## config.mk

```make
export PLATFORM = sky130hd
export DESIGN_NAME = psr_write_unit
export DESIGN_NICKNAME = d
export VERILOG_FILES = /design/src/rtl/psr_pkg.sv /design/src/rtl/psr_operand_gen.sv /design/src/rtl/psr_mask_gen.sv /design/src/rtl/psr_regs.sv /design/src/rtl/psr_write_unit.sv
export SDC_FILE = /design/constraint.sdc
export NUM_CORES = 1
export LEC_CHECK = 0
export BUFFER_PORTS_ARGS = -buffer_cell sky130_fd_sc_hd__buf_4
export CAP_MARGIN = 20
export CORE_MARGIN = 2
export CORE_UTILIZATION = 50
export DETAILED_ROUTE_END_ITERATION = 6
export PLACE_DENSITY = 0.79
export REMOVE_ABC_BUFFERS = 1
export SETUP_SLACK_MARGIN = 0.05
export SLEW_MARGIN = 0
export SYNTH_ARGS = -nofsm -noshare
export SYNTH_HDL_FRONTEND = slang
export SYNTH_HIERARCHICAL = 1
export SYNTH_SLANG_ARGS = --single-unit
```

## constraint.sdc

```tcl
create_clock -name clk -period 1.85 [get_ports clk]
set_clock_uncertainty 0.15 [all_clocks]
set_input_delay 0.0925 -clock clk [delete_from_list [all_inputs] [get_ports clk]]
set_output_delay 0.0925 -clock clk [all_outputs]
set_load 0.02 [all_outputs]
```

## src/rtl/psr_pkg.sv

```systemverilog
package psr_pkg;

    localparam int PSR_W   = 32;
    localparam int MODE_W  = 5;
    localparam int BYTE_W  = 8;

    typedef enum logic [1:0] {
        OP_RD_CUR = 2'b00,
        OP_RD_SAV = 2'b01,
        OP_WR_CUR = 2'b10,
        OP_WR_SAV = 2'b11
    } psr_op_e;

    // Fixed write masks
    localparam logic [PSR_W-1:0] FLAG_BITS  = 32'hF000_0000;
    localparam logic [PSR_W-1:0] STATE_BITS = 32'h0000_0020;
    localparam logic [PSR_W-1:0] CTRL_BITS  = 32'h0000_00CF;
    localparam logic [PSR_W-1:0] MODE_TOP   = 32'h0000_0010;
    localparam logic [PSR_W-1:0] ANY_BITS   = FLAG_BITS | STATE_BITS | CTRL_BITS;

    localparam logic [MODE_W-1:0] USER_MODE = 5'h10;
    localparam logic [PSR_W-1:0]  CUR_RESET = 32'h0000_00D3;
    localparam logic [PSR_W-1:0]  SAV_RESET = 32'h0000_0000;

    typedef struct packed {
        logic            valid;
        psr_op_e         kind;
        logic [PSR_W-1:0] operand;
    } psr_req_t;

    typedef struct packed {
        logic [PSR_W-1:0] cur_en;
        logic [PSR_W-1:0] sav_en;
        logic             ctrl_hit;
    } psr_wmask_t;

    function automatic logic [PSR_W-1:0] rotr32(input logic [PSR_W-1:0] v,
                                                input logic [4:0] amt);
        logic [5:0] back;
        back = 6'd32 - {1'b0, amt};
        return (v >> amt) | (v << back);
    endfunction

    function automatic logic is_user(input logic [MODE_W-1:0] m);
        return m == USER_MODE;
    endfunction

endpackage

```

## src/rtl/psr_operand_gen.sv

```systemverilog
module psr_operand_gen
    import psr_pkg::*;
#(
    parameter int IMM_W = 8,
    parameter int ROT_W = 4
) (
    input  logic                     use_imm,
    input  logic [IMM_W+ROT_W-1:0]   imm_field,
    input  logic [PSR_W-1:0]         reg_val,
    output logic [PSR_W-1:0]         operand
);
    localparam int FIELD_W = IMM_W + ROT_W;
    localparam int AMT_W   = ROT_W + 1;

    logic [PSR_W-1:0] imm_ext;
    logic [AMT_W-1:0] rot_amt;
    logic [PSR_W-1:0] imm_rot;

    // Rotation is twice the encoded amount
    assign rot_amt = {imm_field[FIELD_W-1:IMM_W], 1'b0};
    assign imm_ext = {{(PSR_W-IMM_W){1'b0}}, imm_field[IMM_W-1:0]};

    generate
        if (AMT_W == 5) begin : g_rot32
            assign imm_rot = rotr32(imm_ext, rot_amt);
        end else begin : g_rot_generic
            always_comb begin
                imm_rot = imm_ext;
                for (int k = 0; k < (1 << AMT_W); k++) begin
                    if (k < int'(rot_amt))
                        imm_rot = {imm_rot[0], imm_rot[PSR_W-1:1]};
                end
            end
        end
    endgenerate

    assign operand = use_imm ? imm_rot : reg_val;

endmodule

```

## src/rtl/psr_mask_gen.sv

```systemverilog
module psr_mask_gen
    import psr_pkg::*;
#(
    parameter int FLD_CNT = 4
) (
    input  logic [FLD_CNT-1:0] fld_sel,
    input  logic [MODE_W-1:0]  cur_mode,
    output psr_wmask_t         wmask
);
    logic [PSR_W-1:0] byte_en;
    logic [PSR_W-1:0] cur_allow;
    logic             privileged;

    // One field bit per byte lane
    generate
        for (genvar i = 0; i < FLD_CNT; i++) begin : g_lane
            assign byte_en[BYTE_W*i +: BYTE_W] = {BYTE_W{fld_sel[i]}};
        end
        if (FLD_CNT * BYTE_W < PSR_W) begin : g_pad
            assign byte_en[PSR_W-1:FLD_CNT*BYTE_W] = '0;
        end
    endgenerate

    assign privileged = !is_user(cur_mode);
    assign cur_allow  = FLAG_BITS | STATE_BITS | (privileged ? CTRL_BITS : '0);

    always_comb begin
        wmask.cur_en   = byte_en & cur_allow;
        wmask.sav_en   = byte_en & ANY_BITS;
        wmask.ctrl_hit = |(wmask.cur_en & CTRL_BITS);
    end

endmodule

```

## src/rtl/psr_regs.sv

```systemverilog
module psr_regs
    import psr_pkg::*;
(
    input  logic              clk,
    input  logic              rst,
    input  psr_req_t          req,
    input  psr_wmask_t        wmask,
    output logic [PSR_W-1:0]  cur_q,
    output logic [PSR_W-1:0]  sav_q,
    output logic [PSR_W-1:0]  rd_q,
    output logic              rd_valid_q,
    output logic              refill_q
);
    logic wr_cur, wr_sav, rd_any;
    logic [PSR_W-1:0] cur_d, sav_d, rd_sel;

    assign wr_cur = req.valid && (req.kind == OP_WR_CUR);
    assign wr_sav = req.valid && (req.kind == OP_WR_SAV);
    assign rd_any = req.valid && !req.kind[1];

    always_comb begin
        cur_d = (cur_q & ~wmask.cur_en) | (req.operand & wmask.cur_en);
        if (wmask.ctrl_hit)
            cur_d = cur_d | MODE_TOP;
        sav_d = (sav_q & ~wmask.sav_en) | (req.operand & wmask.sav_en) | MODE_TOP;
        rd_sel = (req.kind == OP_RD_SAV) ? sav_q : cur_q;
    end

    always_ff @(posedge clk) begin
        if (rst) begin
            cur_q      <= CUR_RESET;
            sav_q      <= SAV_RESET;
            rd_q       <= '0;
            rd_valid_q <= 1'b0;
            refill_q   <= 1'b0;
        end else begin
            if (wr_cur) cur_q <= cur_d;
            if (wr_sav) sav_q <= sav_d;
            if (rd_any) rd_q  <= rd_sel;
            rd_valid_q <= rd_any;
            refill_q   <= wr_cur;
        end
    end

    AST_RESERVED_HOLD: assert property (@(posedge clk) disable iff (rst)
        1'b1 |=> $stable(cur_q[27:8]));
    AST_MODE_TOP_SET: assert property (@(posedge clk) disable iff (rst)
        cur_q[4]);
    AST_USER_CTRL_LOCK: assert property (@(posedge clk) disable iff (rst)
        (wr_cur && is_user(cur_q[4:0])) |=>
        (cur_q[7:6] == $past(cur_q[7:6]) && cur_q[3:0] == $past(cur_q[3:0])));
    AST_SAV_MODE_TOP: assert property (@(posedge clk) disable iff (rst)
        wr_sav |=> sav_q[4]);
    AST_SAV_NO_REFILL: assert property (@(posedge clk) disable iff (rst)
        wr_sav |=> !refill_q);
    AST_CUR_IDLE_STABLE: assert property (@(posedge clk) disable iff (rst)
        !wr_cur |=> $stable(cur_q));
    AST_SAV_IDLE_STABLE: assert property (@(posedge clk) disable iff (rst)
        !wr_sav |=> $stable(sav_q));

endmodule

```

## src/rtl/psr_write_unit.sv

```systemverilog
module psr_write_unit
    import psr_pkg::*;
#(
    parameter int IMM_W   = 8,
    parameter int ROT_W   = 4,
    parameter int FLD_CNT = 4
) (
    input  logic                     clk,
    input  logic                     rst,
    input  logic                     op_valid,
    input  logic [1:0]               op_kind,
    input  logic                     op_imm,
    input  logic [FLD_CNT-1:0]       fld_sel,
    input  logic [IMM_W+ROT_W-1:0]   imm_field,
    input  logic [31:0]              reg_val,
    output logic [31:0]              cur_psr,
    output logic [31:0]              saved_psr,
    output logic [31:0]              rd_data,
    output logic                     rd_valid,
    output logic                     refill
);
    logic [PSR_W-1:0] operand;
    psr_req_t         req;
    psr_wmask_t       wmask;
    logic [PSR_W-1:0] cur_q;

    psr_operand_gen #(.IMM_W(IMM_W), .ROT_W(ROT_W)) u_opnd (
        .use_imm   (op_imm),
        .imm_field (imm_field),
        .reg_val   (reg_val),
        .operand   (operand)
    );

    psr_mask_gen #(.FLD_CNT(FLD_CNT)) u_mask (
        .fld_sel  (fld_sel),
        .cur_mode (cur_q[MODE_W-1:0]),
        .wmask    (wmask)
    );

    always_comb begin
        req.valid   = op_valid;
        req.kind    = psr_op_e'(op_kind);
        req.operand = operand;
    end

    psr_regs u_regs (
        .clk        (clk),
        .rst        (rst),
        .req        (req),
        .wmask      (wmask),
        .cur_q      (cur_q),
        .sav_q      (saved_psr),
        .rd_q       (rd_data),
        .rd_valid_q (rd_valid),
        .refill_q   (refill)
    );

    assign cur_psr = cur_q;

    AST_READ_FOLLOWS: assert property (@(posedge clk) disable iff (rst)
        (op_valid && op_kind == 2'b00) |=> (rd_valid && rd_data == $past(cur_q)));

endmodule

```

==> impl_metrics.yaml, run 1 <==
status:
  outcome: "complete, no violations"
clocking:
  cts_tree: "yes"
  ctsLongestPathBuffers: 2
  clkTransAtPathRegs_ns: 0.06
  cts.htree.levels: 3
  clockRootBuffer: "clkbuf_16"
  cts_made_buffers: 9
  post_cts_buffers: 0
  cts_num_sinks: 98
  clock_latency_ns: 0.35
logic_synthesis:
  synth_area_sq_um: 5680
  avgSynthCellArea_sq_um: 8.43
  yosysWarnings: 6
  synth_cells: 674
run:
  cap_violations: 0
floorplan:
  fp.dieW_um: 111
  rows: 38
  die_h_um: 111
  ios: 152
  start_util: 0.517
  dieArea_sq_um: 12200
  core_area_sq_um: 11000
critical_path:
  arrival_ns: 1.84
  start_kind: "register"
  cp_num_buf_inv: 0
  path_max_fanout: 14
  crit_type: "reg -> reg"
  cp.required_ns: 1.94
  crit_path_cell_trace: "or4b_1 -> o21a_4 -> a311o_1"
  worstSetupEndpointType: "register"
  max_stage_delay_ns: 0.55
  slowest_stage: "or4b_1"
  crit_family: "compound AO/OA/AOI/OAI gates"
timing:
  drv_slew: 0
  clock.fmax_ghz: 0.570
  finalSetupViolations: 0
  tns_ns: 0
  fin_crit_sh: 0.948
  period_minus_slack_ns: 1.75
  rsz0062_at_grt: "true"
  hold_viol_final: 0
finish:
  drive_above_1_share: 0.271
  syn_to_final_growth_pct: 25.8
  fin_cells: 957
  diodes: 0
  multi_input_area_sq_um: 2980
  seq_area_sq_um: 1960
  utilization: 0.651
  nets: 868
  nFillCells: 917
drt:
  highest_layer: "met4"
  wl_met1_um: 6940
  drtIter0Drc: 383
  finalWirelength_um: 16500
  drtPass1Iterations: 5
  via_count: 5445
  route.detailed.drc: 0
  wl_per_cell_um: 17.2
  ant_nets: 0
  met3RoutedLength_um: 919
  wl_met2_um: 8110
  vias_per_cell: 5.69
place:
  numPortBuffers: 149
  gp_congestion: 0.901
  place_inst: 931
  dpl.hpwl_um: 11800
pwr:
  p_leak_nw: 3.22
  power_mw: 5.23
  ir_worst_vdd_mv: 0.561
  pwr_density_cell_nw_per_um2: 732
min_path:
  hold_class: "in -> reg"
  hp-start: "reg_val[0]"
grt:
  antenna_found_initial: 0
  track_usage: 0.264
  grt_pass1_vias: 5322
  grt_overflow: 0
  grt_max_degree: 66
  grt_first_pass_wirelength_um: 26600
[power breakdown]
part           leakage [nW]  total (mW)  switching (mW)  internal (mW)
Sequential            0.797        2.22          0.0434           2.18
Clock                 0.147        1.97           0.789           1.18
Combinational          2.28        1.05           0.596          0.449
[area by class of cell]
cell class                      instances  share of cell area
Inverter                               32              0.0173
Multi-Input combinational cell        467               0.417
Clock inverter                          3             0.00910
Sequential cell                        98               0.274
Clock buffer                           12              0.0331
Timing Repair Buffer                  205               0.224
Tap cell                              140              0.0245
[per-stage QoR]
stage                     hold WS (ns)  instance area (sq um)  setup slack, ns
final                           0.0276                   7150           0.0963
after CTS                      0.00165                   7130           0.0928
after global routing            0.0491                   7150           0.0473
after global placement           0.173                   6730           -0.107
after detailed placement         0.180                   6730           -0.162
after floorplan                 0.0116                   5050          -0.0443
[layout by cell type, fill, tap and decap left out, types with 4 or more instances in the layout]
cell type        n
buf_4          191
dfxtp_1         98
mux2i_1         79
nor2_1          79
conb_1          41
o21ai_0         36
a21oi_1         34
a211oi_1        33
nand3_1         31
nand4_1         31
inv_1           30
o2bb2ai_1       18
dlygate4sd3_1   11
nand2_1         10
clkbuf_16        9
nor3_1           7
nand2b_1         4
o22ai_1          4
o21ai_1          4
a22oi_1          4
a21boi_0         4
a311o_1          4
[worst min-delay path, delay by kind of cell]
kind                   cells  cell delay [ns]
AO/OA/AOI/OAI              3             0.32
buffers and inverters      1             0.08
[per-layer routing]
layer	up-vias	GRT usage
met3	40	0.0417
met1	2610	0.327
li1	2587	-
met2	208	0.445
met4	0	0.132
met5	-	0
[path summary, 6_finish.rpt]
kind | cells past startpoint | to | slack (ns)
worst max-delay path | 3 | register | 0.1
worst min-delay path | 4 | register | 0.03
worst max register to register | 3 | register | 0.1
worst min register to register | 2 | register | 0.34
[repair_timing]
action                     4_1_cts  5_1_grt
setup endpoints to repair        2        4
hold buffers                    10        1
resized for setup                1        2
hold endpoints to repair        13        1
Power figures use the tool's default switching activity.
==> run 2, diff against run 1 <==
--- a/config.mk
+++ b/config.mk
@@ -8,9 +8,9 @@
 export BUFFER_PORTS_ARGS = -buffer_cell sky130_fd_sc_hd__buf_4
 export CAP_MARGIN = 20
 export CORE_MARGIN = 2
-export CORE_UTILIZATION = 50
+export CORE_UTILIZATION = 55
 export DETAILED_ROUTE_END_ITERATION = 6
-export PLACE_DENSITY = 0.79
+export PLACE_DENSITY = 0.83
 export REMOVE_ABC_BUFFERS = 1
 export SETUP_SLACK_MARGIN = 0.05
 export SLEW_MARGIN = 0
==> constraint.sdc (replaced) <==
create_clock -name clk -period 1.65 [get_ports clk]
set_clock_uncertainty 0.15 [all_clocks]
set_input_delay 0.0825 -clock clk [delete_from_list [all_inputs] [get_ports clk]]
set_output_delay 0.0825 -clock clk [all_outputs]
set_load 0.02 [all_outputs]
==> impl_metrics.yaml, run 2 (synthesis results as in run 1) <==
drt:
  via_count: 5426
  wl_per_cell_um: 16.7
  finalWirelength_um: 16100
  ant_nets: 0
  drtPass1Iterations: 4
  drtIter0Drc: 410
  vias_per_cell: 5.62
  route.detailed.drc: 0
grt:
  grt_pass1_vias: 5287
  grt_first_pass_wirelength_um: 25800
  antenna_found_initial: 0
  grt_overflow: 0
  track_usage: 0.285
  grt_max_degree: 66
finish:
  utilization: 0.704
  nFillCells: 798
  drive_above_1_share: 0.286
  seq_area_sq_um: 1960
  final_common_cell: "buf_4"
  mostFrequentLayoutCells: "200 x buf_4, 97 x dfxtp_1, 79 x mux2i_1, 79 x nor2_1, 41 x conb_1"
  syn_to_final_growth_pct: 26.3
  diodes: 0
  fin_cells: 966
  nets: 880
  design_area_sq_um: 7170
  multi_input_area_sq_um: 3010
clocking:
  post_cts_buffers: 0
  cts.htree.levels: 3
  clkTransAtPathRegs_ns: 0.09
  cts_tree: "yes"
  clockRootBuffer: "clkbuf_8"
  cts_made_buffers: 9
  cts_num_sinks: 98
  clock_latency_ns: 0.37
  ctsLongestPathBuffers: 2
floorplan:
  die_h_um: 106
  fp.dieW_um: 106
  dieArea_sq_um: 11200
  rows: 37
  core_area_sq_um: 10200
  ios: 152
  start_util: 0.558
timing:
  relSlewSlack: 0.637
  period_minus_slack_ns: 1.69
  worst_pin_slew_ns: 0.541
  finalSetupViolations: 5
  worst_slack_ns: -0.0442
  drv_slew: 0
  clock.fmax_ghz: 0.590
  rsz0062_at_grt: "true"
  hold_viol_final: 0
  fin_crit_sh: 1.03
pwr:
  clockPowerShare: 0.324
  combPwrFrac: 0.219
  internal-power_mw: 3.87
  pwr_density_cell_nw_per_um2: 758
  p_switching_mw: 1.57
  p_leak_nw: 3.24
  switching_share: 0.288
  seq_power_share: 0.458
  ir_worst_vdd_mv: 0.519
critical_path:
  crit_type: "reg -> reg"
  cp_num_buf_inv: 0
  path_max_fanout: 7
  start_kind: "register"
  arrival_ns: 1.80
  slowest_stage: "or4b_4"
  max_stage_delay_ns: 0.54
  worstSetupEndpointType: "register"
  cp.required_ns: 1.76
  crit_path_cell_trace: "or4b_4 -> o21a_4 -> a311o_1"
  crit_family: "compound AO/OA/AOI/OAI gates"
place:
  post_dp_cell_area_sq_um: 6780
  place_inst: 936
  numPortBuffers: 149
  dp_slack_ns: -0.326
  gp_congestion: 0.900
  dpl.hpwl_um: 11800
min_path:
  hold_class: "in -> reg"
run:
  cap_violations: 0
status:
  violations: "negative setup slack"
  outcome: "finished with violations"
run 2: cell types whose count changed in the layout (fill, tap and decap cells not counted), sizes merged:
cell         before  now
clkbuf           12   11
inv              31   32
clkinv            1    3
clkinvlp          1    0
buf             194  203
dlygate4sd3      11   13
o21a              1    2
run 2: final timing paths:
path,cells past startpoint,to,startpoint,slack (ns)
max reg2reg,3,register,register,-0.04
min reg2reg,2,u_regs/rd_q[9],u_regs/rd_q[9],0.36
max,3,register,register,-0.04
min,4,register,op_imm,0.05
run 2: final cells by class:
| cell class | count | area share |
|---|---|---|
| sequential | 98 | 0.274 |
| inverter | 32 | 0.0167 |
| timing repair buffer | 216 | 0.235 |
| clock inverter | 5 | 0.0120 |
| clock buffer | 11 | 0.0197 |
| multi-input combinational | 468 | 0.420 |
| tap | 136 | 0.0237 |
run 2: stage by stage:
stage	total power, mW	hold WS (ns)	setup TNS [ns]
global route	5.65	0.0464	-0.305
CTS	5.44	0.0238	-0.117
floorplan	3.07	0.00157	-9.10
global placement	3.65	0.277	-3.38
detailed placement	3.67	0.286	-5.20
finish	5.44	0.0470	-0.122
run 2: tightest hold or removal path, cell delays in order:
cell     delay [ns]
buf_4          0.19
a21oi_1        0.12
nand3_1        0.07
a21oi_1        0.05
run 2: power by group through the flow:
stage / logic, mW / clock network, mW / registers (mW)
after detailed placement: 1.13 / 0 / 2.54
final: 1.19 / 1.76 / 2.49
after global placement: 1.11 / 0 / 2.54
after floorplan: 0.436 / 0 / 2.63
after CTS: 1.16 / 1.79 / 2.49
after global routing: 1.28 / 1.87 / 2.50
run 2: repair_timing:
action,in CTS,in global routing
hold buffers,13,0
endpoints found under the setup margin,7,20
pin swaps,3,1
resized for setup,4,7
gates cloned,1,0
endpoints found under the hold margin,30,0
run 2: layer usage:
metal	GRT usage	vias up	routed length, um
met5	0	-	0
met2	0.488	204	8020
met4	0.0977	0	291
met3	0.0507	36	949
met1	0.362	2568	6820
li1	-	2618	-
==> run 3, diff against run 2 <==
--- a/config.mk
+++ b/config.mk
@@ -10,7 +10,9 @@
 export CORE_MARGIN = 2
 export CORE_UTILIZATION = 55
 export DETAILED_ROUTE_END_ITERATION = 6
-export PLACE_DENSITY = 0.83
+export MAX_ROUTING_LAYER = met4
+export PLACE_DENSITY = 0.82
+export RECOVER_POWER = 50
 export REMOVE_ABC_BUFFERS = 1
 export SETUP_SLACK_MARGIN = 0.05
 export SLEW_MARGIN = 0
==> impl_metrics.yaml, run 3 (synthesis results as in run 1) <==
min_path:
  hp-start: "reg_val[1]"
  hold_class: "in -> reg"
  whs_path_depth: 5
clocking:
  ctsLongestPathBuffers: 2
  clockRootBuffer: "clkbuf_8"
  clkTransAtPathRegs_ns: 0.09
  cts.htree.levels: 3
  cts_num_sinks: 98
  cts_made_buffers: 9
  cts_tree: "yes"
  clock_latency_ns: 0.37
finish:
  drive_above_1_share: 0.290
  nets: 881
  fin_cells: 967
  mostFrequentLayoutCells: "202 x buf_4, 97 x dfxtp_1, 79 x mux2i_1, 79 x nor2_1, 41 x conb_1"
  final_common_cell: "buf_4"
  design_area_sq_um: 7160
  utilization: 0.703
  diodes: 0
  syn_to_final_growth_pct: 26.0
critical_path:
  rrSetupSlack_ns: -0.04
  arrival_ns: 1.79
  worstSetupEndpointType: "register"
  cp.required_ns: 1.76
  rr_worst_depth: 3
  crit_type: "reg -> reg"
  path_max_fanout: 7
  start_kind: "register"
floorplan:
  dieArea_sq_um: 11200
  core_area_sq_um: 10200
  rows: 37
  start_util: 0.558
  die_h_um: 106
  fp.dieW_um: 106
  ios: 152
grt:
  grt_first_pass_wirelength_um: 25400
  grt_pass1_vias: 5085
  grt_max_degree: 66
  antenna_found_initial: 0
  track_usage: 0.290
  grt_overflow: 0
pwr:
  combPwrFrac: 0.227
  p_switching_mw: 1.58
  seq_power_share: 0.470
  switching_share: 0.298
  ir_worst_vdd_mv: 0.498
  pwr_density_cell_nw_per_um2: 739
  power_mw: 5.29
  internal-power_mw: 3.71
  p_leak_nw: 3.24
  clockPowerShare: 0.303
timing:
  hold_viol_final: 0
  worst_pin_slew_ns: 0.625
  rsz0062_at_grt: "true"
  relSlewSlack: 0.580
  period_minus_slack_ns: 1.69
  drv_slew: 0
  clock.fmax_ghz: 0.592
  fin_crit_sh: 1.02
  tns_ns: -0.117
  finalSetupViolations: 5
  hold_slack_ns: 0.0370
  worst_slack_ns: -0.0379
place:
  numPortBuffers: 149
  dp_slack_ns: -0.309
  place_inst: 939
  post_dp_cell_area_sq_um: 6810
  dpl.hpwl_um: 11600
  gp_congestion: 0.886
drt:
  met3RoutedLength_um: 921
  drtIter0Drc: 322
  ant_nets: 0
  vias_per_cell: 5.55
  highest_layer: "met4"
  drtPass1Iterations: 7
  route.detailed.drc: 0
  wl_met2_um: 7730
  wl_met1_um: 7030
  via_count: 5368
  wl_per_cell_um: 16.6
  finalWirelength_um: 16100
status:
  outcome: "finished with violations"
  violations: "negative setup slack"
run:
  cap_violations: 0
[run 3: power by group through the flow]
stage	clock network [mW]	logic [mW]	registers [mW]
finish	1.60	1.20	2.49
global placement	0	1.13	2.54
CTS	1.62	1.17	2.49
global route	1.71	1.29	2.50
detailed placement	0	1.14	2.54
floorplan	0	0.436	2.63
[run 3: routing by layer]
| layer | vias to the layer above | track usage |
|---|---|---|
| met4 | 0 | 0.111 |
| met5 | - | - |
| met2 | 196 | 0.469 |
| met3 | 33 | 0.0377 |
| li1 | 2625 | - |
| met1 | 2514 | 0.370 |
[run 3: layout make-up]
class                      instances  area [sq um]
multi-input combinational        468          3020
sequential                        98          1960
fill                             848          3030
inverter                          32           120
tap                              136           170
clock inverter                     6          65.1
timing repair buffer             217          1680
clock buffer                      10           138
[run 3: critical path: stages (launching register included)]
cell and delay (ns):
dfxtp_2 0.33, or4b_4 0.55, o21a_4 0.24, a311o_1 0.31
[run 3: timing repair]
| item | in CTS | in global routing |
|---|---|---|
| resized for setup | 4 | 5 |
| pin swaps | 0 | 1 |
| hold buffers | 10 | 0 |
| cloned | 1 | 0 |
| endpoints found under the hold margin | 21 | 0 |
| buffers inserted | 0 | 1 |
| endpoints found under the setup margin | 7 | 17 |
[run 3: worst max-delay path by stage]
stage                       startpoint  endpoint  slack, ns  cells after the start
after floorplan           imm_field[8]  register      -0.23                      8
after global placement    imm_field[8]  register      -0.24                      9
after detailed placement  imm_field[9]  register      -0.31                      9
after CTS                     register  register      -0.04                      3
after global routing          register  register      -0.06                      3
final                         register  register      -0.04                      3
